### src/rtl/rst_seq_pkg.sv
`timescale 1ns/1ps
package rst_seq_pkg;

    typedef enum logic [2:0] {
        ST_POR    = 3'd0,   // power-on wait (lock + count)
        ST_HOLD   = 3'd1,   // master reset held while a request persists
        ST_BKPT   = 3'd2,   // capture breakpoint level
        ST_VEC_SP = 3'd3,   // read first vector long word
        ST_VEC_PC = 3'd4,   // read second vector long word
        ST_FETCH  = 3'd5,   // read at the new program counter
        ST_RUN    = 3'd6    // core released
    } seq_state_e;

    // Status register field positions decoded by the core
    localparam int SR_T1_BIT  = 15;
    localparam int SR_T0_BIT  = 14;
    localparam int SR_S_BIT   = 13;
    localparam int SR_IPM_LSB = 8;
    localparam logic [2:0] IPM_ALL_MASKED = 3'd7;

    localparam logic [15:0] SR_TRACE_BITS =
        (16'h1 << SR_T1_BIT) | (16'h1 << SR_T0_BIT);
    localparam logic [15:0] SR_RESET_VAL =
        ((16'h1 << SR_S_BIT) | (16'(IPM_ALL_MASKED) << SR_IPM_LSB)) & ~SR_TRACE_BITS;

    function automatic logic st_in_reset(seq_state_e s);
        return (s == ST_POR) || (s == ST_HOLD);
    endfunction

    function automatic logic st_on_bus(seq_state_e s);
        return (s == ST_VEC_SP) || (s == ST_VEC_PC) || (s == ST_FETCH);
    endfunction

endpackage

### src/rtl/rst_sync.sv
`timescale 1ns/1ps
module rst_sync #(
    parameter int WIDTH = 2
) (
    input  logic             clk,
    input  logic             rst_n,
    input  logic [WIDTH-1:0] async_in,
    output logic [WIDTH-1:0] sync_out
);

    for (genvar g = 0; g < WIDTH; g++) begin : g_bit
        logic [1:0] stg_d;
        logic [1:0] stg_q;

        always_comb begin
            stg_d = {stg_q[0], async_in[g]};
        end

        always_ff @(posedge clk or negedge rst_n) begin
            if (!rst_n) begin
                stg_q <= 2'b00;
            end else begin
                stg_q <= stg_d;
            end
        end

        assign sync_out[g] = stg_q[1];
    end

endmodule

### src/rtl/por_timer.sv
`timescale 1ns/1ps
module por_timer #(
    parameter int POR_CYCLES = 512
) (
    input  logic clk,
    input  logic rst_n,
    input  logic lock_s,
    output logic done
);

    localparam int CNT_W = $clog2(POR_CYCLES + 1);
    localparam logic [CNT_W-1:0] CNT_LAST = CNT_W'(POR_CYCLES - 1);

    typedef struct packed {
        logic [CNT_W-1:0] cnt;
        logic             done;
    } por_t;

    por_t cur_q, nxt_d;

    always_comb begin
        nxt_d = cur_q;
        if (!cur_q.done) begin
            if (!lock_s) begin
                nxt_d.cnt = '0;                    // lock lost: start over
            end else if (cur_q.cnt == CNT_LAST) begin
                nxt_d.done = 1'b1;
            end else begin
                nxt_d.cnt = cur_q.cnt + CNT_W'(1);
            end
        end
    end

    always_ff @(posedge clk or negedge rst_n) begin
        if (!rst_n) begin
            cur_q <= '{cnt: '0, done: 1'b0};
        end else begin
            cur_q <= nxt_d;
        end
    end

    assign done = cur_q.done;

endmodule

### src/rtl/rst_seq_ctrl.sv
`timescale 1ns/1ps
module rst_seq_ctrl
    import rst_seq_pkg::*;
#(
    parameter int          ADDR_W     = 24,
    parameter int          DATA_W     = 32,
    parameter int          N_INT      = 2,
    parameter int          POR_CYCLES = 512,
    parameter int unsigned BOOT_BASE  = 0
) (
    input  logic              clk,
    input  logic              por_n,
    input  logic              pll_locked,
    input  logic              ext_rst_n,
    input  logic [N_INT-1:0]  int_rst_req,
    input  logic              bus_busy,
    input  logic              brk_in,
    output logic              mst_rst,
    output logic [15:0]       sr_value,
    output logic [ADDR_W-1:0] vbr_value,
    output logic              brk_flag,
    output logic              rd_req,
    output logic [ADDR_W-1:0] rd_addr,
    input  logic              rd_ack,
    input  logic [DATA_W-1:0] rd_data,
    output logic [DATA_W-1:0] ssp,
    output logic [DATA_W-1:0] pc,
    output logic [DATA_W-1:0] first_word,
    output logic              decode_start,
    output logic              core_stall
);

    localparam int SYNC_W   = N_INT + 2;
    localparam int LOCK_IDX = N_INT + 1;
    localparam logic [ADDR_W-1:0] VEC_SP_ADDR = ADDR_W'(BOOT_BASE);
    localparam logic [ADDR_W-1:0] VEC_PC_ADDR = ADDR_W'(BOOT_BASE + 4);

    typedef struct packed {
        seq_state_e        st;
        logic              pend;
        logic              brk;
        logic [DATA_W-1:0] ssp;
        logic [DATA_W-1:0] pc;
        logic [DATA_W-1:0] word;
        logic              dec;
    } seq_t;

    localparam seq_t SEQ_RST = '{st: ST_POR, pend: 1'b0, brk: 1'b0,
                                 ssp: '0, pc: '0, word: '0, dec: 1'b0};

    seq_t cur_q, nxt_d;

    logic [SYNC_W-1:0] raw_w;
    logic [SYNC_W-1:0] sync_w;
    logic              req_any;
    logic              lock_s;
    logic              por_done;
    logic              busy_rd;
    logic              mid_xfer;
    logic              accept;

    // Synchronize every asynchronous cause, plus the lock indication
    assign raw_w = {pll_locked, int_rst_req, ~ext_rst_n};

    rst_sync #(.WIDTH(SYNC_W)) i_rst_sync (
        .clk      (clk),
        .rst_n    (por_n),
        .async_in (raw_w),
        .sync_out (sync_w)
    );

    assign req_any = |sync_w[N_INT:0];
    assign lock_s  = sync_w[LOCK_IDX];

    por_timer #(.POR_CYCLES(POR_CYCLES)) i_por_timer (
        .clk    (clk),
        .rst_n  (por_n),
        .lock_s (lock_s),
        .done   (por_done)
    );

    assign busy_rd  = st_on_bus(cur_q.st);
    assign mid_xfer = busy_rd && !rd_ack;
    // A request is taken only between bus cycles: the core's own and ours
    assign accept   = !st_in_reset(cur_q.st) && (cur_q.pend || req_any)
                      && !bus_busy && !mid_xfer;

    always_comb begin
        nxt_d     = cur_q;
        nxt_d.dec = 1'b0;

        if (st_in_reset(cur_q.st)) begin
            nxt_d.pend = 1'b0;
        end else begin
            nxt_d.pend = cur_q.pend || req_any;
        end

        unique case (cur_q.st)
            ST_POR: begin
                if (por_done) nxt_d.st = ST_HOLD;
            end
            ST_HOLD: begin
                if (!req_any) nxt_d.st = ST_BKPT;
            end
            ST_BKPT: begin
                nxt_d.brk = brk_in;
                nxt_d.st  = ST_VEC_SP;
            end
            ST_VEC_SP: begin
                if (rd_ack) begin
                    nxt_d.ssp = rd_data;
                    nxt_d.st  = ST_VEC_PC;
                end
            end
            ST_VEC_PC: begin
                if (rd_ack) begin
                    nxt_d.pc = rd_data;
                    nxt_d.st = ST_FETCH;
                end
            end
            ST_FETCH: begin
                if (rd_ack) begin
                    nxt_d.word = rd_data;
                    nxt_d.dec  = 1'b1;
                    nxt_d.st   = ST_RUN;
                end
            end
            ST_RUN: begin
                nxt_d.st = ST_RUN;
            end
            default: begin
                nxt_d.st = ST_HOLD;
            end
        endcase

        // Abort whatever is under way
        if (accept) begin
            nxt_d.st   = ST_HOLD;
            nxt_d.pend = 1'b0;
            nxt_d.dec  = 1'b0;
        end
    end

    always_ff @(posedge clk or negedge por_n) begin
        if (!por_n) begin
            cur_q <= SEQ_RST;
        end else begin
            cur_q <= nxt_d;
        end
    end

    always_comb begin
        unique case (cur_q.st)
            ST_VEC_SP: rd_addr = VEC_SP_ADDR;
            ST_VEC_PC: rd_addr = VEC_PC_ADDR;
            ST_FETCH:  rd_addr = cur_q.pc[ADDR_W-1:0];
            default:   rd_addr = '0;
        endcase
    end

    assign mst_rst      = st_in_reset(cur_q.st);
    assign sr_value     = mst_rst ? SR_RESET_VAL : 16'h0000;
    assign vbr_value    = '0;
    assign brk_flag     = cur_q.brk;
    assign rd_req       = busy_rd;
    assign ssp          = cur_q.ssp;
    assign pc           = cur_q.pc;
    assign first_word   = cur_q.word;
    assign decode_start = cur_q.dec;
    assign core_stall   = (cur_q.st != ST_RUN);

endmodule

### config.mk
export PLATFORM = sky130hd
export DESIGN_NAME = rst_seq_ctrl
export DESIGN_NICKNAME = d
export VERILOG_FILES = /design/src/rtl/rst_seq_pkg.sv /design/src/rtl/rst_sync.sv /design/src/rtl/por_timer.sv /design/src/rtl/rst_seq_ctrl.sv
export SDC_FILE = /design/constraint.sdc
export NUM_CORES = 1
export LEC_CHECK = 0
export BUFFER_PORTS_ARGS = -buffer_cell sky130_fd_sc_hd__buf_4
export CAP_MARGIN = 20
export CORE_MARGIN = 2
export CORE_UTILIZATION = 30
export CTS_CLUSTER_SIZE = 10
export DETAILED_ROUTE_END_ITERATION = 16
export GPL_TIMING_DRIVEN = 0
export PLACE_DENSITY = 0.57
export SETUP_SLACK_MARGIN = 0.15
export SKIP_CTS_REPAIR_TIMING = 1
export SLEW_MARGIN = 0
export SYNTH_ARGS = -nofsm -noshare
export SYNTH_HDL_FRONTEND = slang
export SYNTH_SLANG_ARGS = --single-unit
### constraint.sdc
create_clock -name clk -period 4.9 [get_ports clk]
set_input_delay 0.245 -clock clk [delete_from_list [all_inputs] [get_ports clk]]
set_output_delay 0.245 -clock clk [all_outputs]
set_load 0.02 [all_outputs]
==> flow_metrics.tcl, run 1 <==
set metrics [dict create \
    vias 3985 \
    clk_pin_slew_ns 0.05 \
    rows 51 \
    max_freq_ghz 0.400 \
    syn2layout_area_growth_pct 41.4 \
    ir_worst_vdd_uv 347 \
    chipHeight_um 144 \
    grt_antenna_before_repair 0 \
    start_util_pct 30.5 \
    htreeDepth 4 \
    drtPass1Iterations 4 \
    fin_setup_tns_ns 0 \
    tritoncts "built" \
    dp_slack_ns 2.71 \
    fin_skew_ns 0.00809 \
    post-route-util_pct 43.1 \
    synth_mux_area_share_pct 18.3 \
    maxSlewHeadroom_pct 56.8 \
    grt_overflow 0 \
    drc 0 \
    end_kind "primary output" \
    rsz0062_at_grt "false" \
    clk_latency_ns 0.41 \
    synth_area_mm2 0.00591 \
    stdcell_count 988 \
    fin_ws_ns 2.40 \
    critPathTopFamily "buffers and inverters" \
    gp_congestion 0.736 \
    synth_compound_area_share_pct 3.92 \
    hold_class "primary input to flip-flop" \
    drive_gt1_share_pct 62.5 \
    p_leak_nw 4.19 \
    power_density_mw_per_mm2 675 \
    hold_viol 0 \
    avgSynthCellArea_um2 12.3 \
    synthAdderAreaFrac_pct 0.212 \
    dp_cells 951 \
    root_buffer "clkbuf_16" \
    synth_top_family_by_area "buffers and inverters" \
    antenna_cells 0 \
    place.port_buffers 168 \
    grtUsageTotal_pct 13.0 \
    core_mm2 0.0194 \
    nNetsFinal 752 \
    finalCritPeriodShare_pct 51.0 \
    crit_fanout 10 \
    synthCells 482 \
    die_w_um 144 \
    slew_viol_final 0 \
    ys_types 41 \
    crit_arrival_ns 2.25 \
    wl_per_cell_um 13.6 \
    ys_ff_latch 121 \
    vias_per_cell 4.03 \
    p_total_w 0.00564 \
    setup_viol 0 \
    clock-sinks 121 \
    synth_xor_area_share_pct 0 \
    ant_nets 0 \
    crit_type "flip-flop to primary output" \
    period_minus_slack_ns 2.50 \
    synth_warnings 0 \
    cts_buffers 17 \
    critPathMaxStageDelay_ns 0.54 \
    crit_chain "buf_4 > inv_1 > nor2_2 > clkbuf_1 > and2_1 > buf_4" \
    path_buf_inv 4 \
    drt_wl_total_mm 13.5 \
    pin_count 206 \
    synth-simple-area-share_pct 7.14 \
    grt_pass1_wl_mm 20.6 \
    max_cap_violations 0 \
    cpMostUsedCell "buf_4" \
    start_kind "flip-flop" \
    required_ns 4.66 \
    synth_seq_area_share_pct 51.2 \
    grt_max_degree 63 \
    clockBufferDepth 2 \
    status "completed" \
    worst_pin_slew_ns 0.648 \
    initialDrtViolationCount 172 \
    dieArea_mm2 0.0208 \
    crit_path_top_delay_cell "clkbuf_1" \
    hpwl_mm 10.1 \
    grt_pass1_vias 4025 \
]
-- flip-flops by register name, summed over array words and instances (netlist names) --
name / flops
first_word: 32
pc: 32
ssp: 32
i_por_timer.cur_q: 10
i_rst_sync.g_bit.stg_q: 8
cur_q: 4
brk_flag: 1
decode_start: 1
i_por_timer.done: 1
-- synth_stat cells --
cell type / n / area share (%)
a2111oi_1: 1 / 0.17
o41ai_1: 1 / 0.15
o22ai_1: 1 / 0.11
nor4b_1: 1 / 0.15
and3_4: 1 / 0.19
a41o_1: 1 / 0.17
ha_1: 1 / 0.21
o2bb2ai_1: 2 / 0.30
nand2b_1: 2 / 0.21
a21boi_1: 2 / 0.25
dfrtp_1: 121 / 51
a2bb2oi_1: 1 / 0.15
o21a_1: 2 / 0.25
nor2_1: 5 / 0.32
nor3_1: 2 / 0.17
and2_1: 26 / 2.8
or4_1: 3 / 0.38
nor2b_1: 3 / 0.32
nand2_2: 1 / 0.11
or2_1: 1 / 0.11
o31ai_1: 6 / 0.76
a21oi_1: 2 / 0.17
a21boi_0: 1 / 0.13
o2bb2a_1: 1 / 0.17
inv_1: 5 / 0.32
nand2b_2: 1 / 0.15
buf_4: 140 / 18
nand2_1: 14 / 0.89
clkbuf_1: 4 / 0.25
nand3_1: 4 / 0.34
nor2_2: 1 / 0.11
a211oi_1: 1 / 0.13
o21ai_0: 12 / 1.0
or2_0: 1 / 0.11
buf_2: 9 / 0.76
nor4_1: 2 / 0.21
and3_1: 1 / 0.11
nor4_2: 1 / 0.21
nor3b_4: 1 / 0.32
mux2_2: 96 / 18
conb_1: 1 / 0.063
-- routing by layer --
layer / vias to the layer above / GRT usage (%) / share of wire [%]
li1: 1932 / - / -
met1: 1897 / 16.1 / 42
met2: 141 / 21.3 / 49
met3: 15 / 4.74 / 7.2
met4: 0 / 4.09 / 1.6
met5: - / 0 / 0
-- layout make-up --
cell class | count | area (um2)
buffer | 153 | 1110
clock buffer | 20 | 467
clock inverter | 12 | 171
fill | 1862 | 11000
inverter | 5 | 18.8
multi-input combinational | 238 | 1880
sequential | 121 | 3030
tap | 265 | 332
timing repair buffer | 174 | 1340
-- layout by cell type, fill, tap and decap left out, types with 2 or more instances in the layout --
cell           Yosys  final
mux2_2            96     96
nand2b_1           2      2
nand2_1           14     14
dlygate4sd3_1      0      5
inv_1              5      5
o21a_1             2      2
nor3_1             2      2
o31ai_1            6      6
nand3_1            4      4
clkinv_2           0      4
buf_4            140    307
buf_2              9      9
nor4_1             2      2
clkbuf_8           0      3
or4_1              3      3
clkinvlp_4         0      3
nor2_1             5      5
a21oi_1            2      2
bufinv_16          0      4
conb_1             1     36
o2bb2ai_1          2      2
o21ai_0           12     12
clkbuf_1           4      4
nor2b_1            3      3
and2_1            26     26
a21boi_1           2      2
dfrtp_1          121    121
clkbuf_16          0     17
-- metrics by stage --
| stage | instance area [um2] | hold slack, ns |
|---|---|---|
| floorplan | 6040 | -0.0506 |
| global placement | 7630 | 0.335 |
| detailed placement | 7660 | 0.270 |
| CTS | 8300 | -0.170 |
| global route | 8350 | 0.0523 |
| finish | 8350 | 0.0712 |
-- where the power goes --
part | total [W] | switching, W | internal, W | leakage [nW]
Clock | 0.00133 | 0.000442 | 0.000888 | 0.308
Combinational | 0.00266 | 0.00120 | 0.00146 | 2.40
Sequential | 0.00164 | 0.000226 | 0.00142 | 1.49
-- path summary, 6_finish.rpt --
kind	start	to	slack (ns)	cells after the start
min reg2reg	i_rst_sync.g_bit[1].stg_q[0]	i_rst_sync.g_bit[1].stg_q[1]	0.35	0
max	cur_q[99]	rd_addr[1]	2.40	6
min in group asynchronous	por_n	ssp[18]	0.39	2
min	brk_in	brk_flag	0.07	2
max in group asynchronous	por_n	ssp[0]	3.80	3
max reg2reg	cur_q[100]	cur_q[100]	3.00	5
-- logic make-up (layout without fill, tap and decap cells) --
group,count (synthesis),count (layout)
AO/OA/AOI/OAI,34,34
buffers and inverters,158,364
adder cells (fa/ha/maj),1,1
AND/OR/NAND/NOR,71,71
multiplexers,96,96
other,1,36
flip-flops,121,121
(Power assumes the default switching activity.)
==> run 2: changes to the inputs <==
- ABC_AREA: unset -> 1
- PLACE_DENSITY: 0.57 -> 0.56
- clock period: 4.9 -> 2.55 ns (I/O delays scaled with it)
==> flow_metrics.tcl, run 2 <==
set metrics [dict create \
    status "finished with violations" \
    violations "negative hold slack" \
    grt_pass1_wl_mm 24.0 \
    drive_gt1_share_pct 39.8 \
    crit_fanout 10 \
    nNetsFinal 964 \
    clock-sinks 121 \
    root_buffer "clkbuf_16" \
    synth_area_mm2 0.00595 \
    synth_top_area_cell "dfrtp_1" \
    final_common_cell "buf_4" \
    wl_per_cell_um 13.2 \
    async_flop_share_pct 100 \
    setup_viol 0 \
    core_mm2 0.0195 \
    fin_ws_ns 0.434 \
    fin_setup_tns_ns 0 \
    synth_area_leaders "dfrtp_1 (51%), buf_4 (17%), nand2_1 (8.8%), o21ai_0 (4.9%), inv_1 (4.4%)" \
    rsz0062_at_grt "false" \
    period_minus_slack_ns 2.12 \
    ff2ff_setup_slack_ns 0.85 \
    ys_types 30 \
    ys_ff_latch 121 \
    synth_seq_area_share_pct 50.9 \
    grtUsageTotal_pct 15.3 \
    ant_nets 0 \
    crit_arrival_ns 1.99 \
    min_to "ssp[5]" \
    grt_pass1_vias 4495 \
    synth_ff_type "dfrtp_1" \
    synth_top_area_share_pct 50.9 \
    p_leak_nw 4.63 \
    yosys-top-cells-count "nand2_1 (139), buf_4 (137), dfrtp_1 (121)" \
    synth_edf_count 0 \
    reg2reg_from "cur_q[99]" \
    rows 51 \
    whs_ns -0.0285 \
    worstHoldStart "rd_data[5]" \
    stdcell_count 1200 \
    chipHeight_um 145 \
    clockBufferDepth 2 \
    final_cell_mix "buf_4 (305), nand2_1 (139), dfrtp_1 (121)" \
    hold_viol 17 \
    hpwl_mm 11.1 \
    critPathMaxStageDelay_ns 0.54 \
    finalCritPeriodShare_pct 83.0 \
    grt_max_degree 75 \
    rr_endpoint "pc[0]" \
    crit_path_top_delay_cell "buf_1" \
    yosysMostFrequentCell "nand2_1" \
    cts_buffers 17 \
    clk_latency_ns 0.42 \
    worst_pin_slew_ns 0.665 \
    vias 4742 \
    gp_congestion 0.817 \
    dieArea_mm2 0.0210 \
    drt_wl_total_mm 15.9 \
    fin_skew_ns 0.0123 \
    required_ns 2.42 \
    p_total_w 0.0107 \
    max_freq_ghz 0.473 \
    start_kind "flip-flop" \
    dp_slack_ns 0.812 \
    drtPass1Iterations 4 \
    dp_cells 1154 \
    crit_chain "inv_2 > nand3_4 > buf_1 > nor2_1 > buf_4" \
    syn2layout_area_growth_pct 43.8 \
    max_cap_violations 0 \
    grt_overflow 0 \
    initialDrtViolationCount 183 \
    end_kind "primary output" \
    tritoncts "built" \
    grt_antenna_before_repair 0 \
    die_w_um 145 \
    start_util_pct 30.6 \
    htreeDepth 4 \
    power_density_mw_per_mm2 1250 \
    drc 0 \
    slew_viol_final 0 \
    vias_per_cell 3.95 \
    place.port_buffers 169 \
    antenna_cells 0 \
    clk_pin_slew_ns 0.06 \
    synth_warnings 0 \
    hold_class "primary input to flip-flop" \
    avgSynthCellArea_um2 8.69 \
    reg2regPathDepth 6 \
    hold_depth 3 \
    synthCells 684 \
    ir_worst_vdd_uv 553 \
    crit_type "flip-flop to primary output" \
    pin_count 206 \
    maxSlewHeadroom_pct 55.7 \
]
## run 2: cell count changes after synthesis, moves of 11 or more
cell,delta
nand2_1,+125
mux2_2,-95
inv_1,+65
o21ai_1,+47
o21ai_0,+46
nor2_1,+36
and2_1,-26
nand3_1,+11
## run 2: stage by stage
stage / utilization (%) / cell area, um2
CTS: 43.2 / 8410
global placement: 39.5 / 7680
finish: 43.9 / 8550
floorplan: - / 6080
detailed placement: 39.6 / 7710
global route: 43.9 / 8550
## run 2: worst max path at each step
stage / depth (start not counted) / startpoint / slack (ns) / to
after floorplan: 9 / cur_q[99] / 1.11 / cur_q[99]
after global placement: 5 / cur_q[100] / 0.83 / rd_addr[15]
after detailed placement: 6 / cur_q[99] / 0.81 / pc[26]
after CTS: 5 / cur_q[100] / 0.37 / rd_addr[15]
after global routing: 5 / cur_q[100] / 0.23 / rd_addr[23]
final: 5 / cur_q[100] / 0.43 / rd_addr[23]
## run 2: power breakdown
| group | internal [W] | switching (W) |
|---|---|---|
| Combinational | 0.00238 | 0.00231 |
| Clock | 0.00193 | 0.000932 |
| Sequential | 0.00268 | 0.000457 |
| Total | 0.00699 | 0.00370 |
## run 2: layer usage
metal  up-vias  global-route usage [%]  wire length [um]  share of wire (%)
met2       129                    23.9              7500                 47
met1      2169                    20.0              7170                 45
li1       2425                       -                 -                  -
met4         0                    6.29               293                1.8
met5         -                       0                 0                  0
met3        19                    4.18               933                5.9
## run 2: layout make-up
cell class                 instances  area [um2]
inverter                          75         282
timing repair buffer             184        1440
multi-input combinational        363        1630
sequential                       121        3030
clock buffer                      17         425
fill                            1919       10900
tap                              265         332
clock inverter                    15         274
buffer                           160        1140
## run 2: critical path: cells and delay by family, from the launching register on
| family | cells | cell delay (ns) |
|---|---|---|
| buf+inv | 3 | 0.83 |
| simple gates | 2 | 0.26 |
| flops | 1 | 0.48 |
## run 2: cells by family after synthesis
logic type	after synthesis	share of synthesized area [%]
DFF	121	50.9
muxes	1	0.189
other	1	0.0631
and+or+nand+nor	210	14.8
adders and majority gates	1	0.210
AOI/OAI and AO/OA	113	9.64
buffers and inverters	235	23.9
xor gates and xnor gates	2	0.295
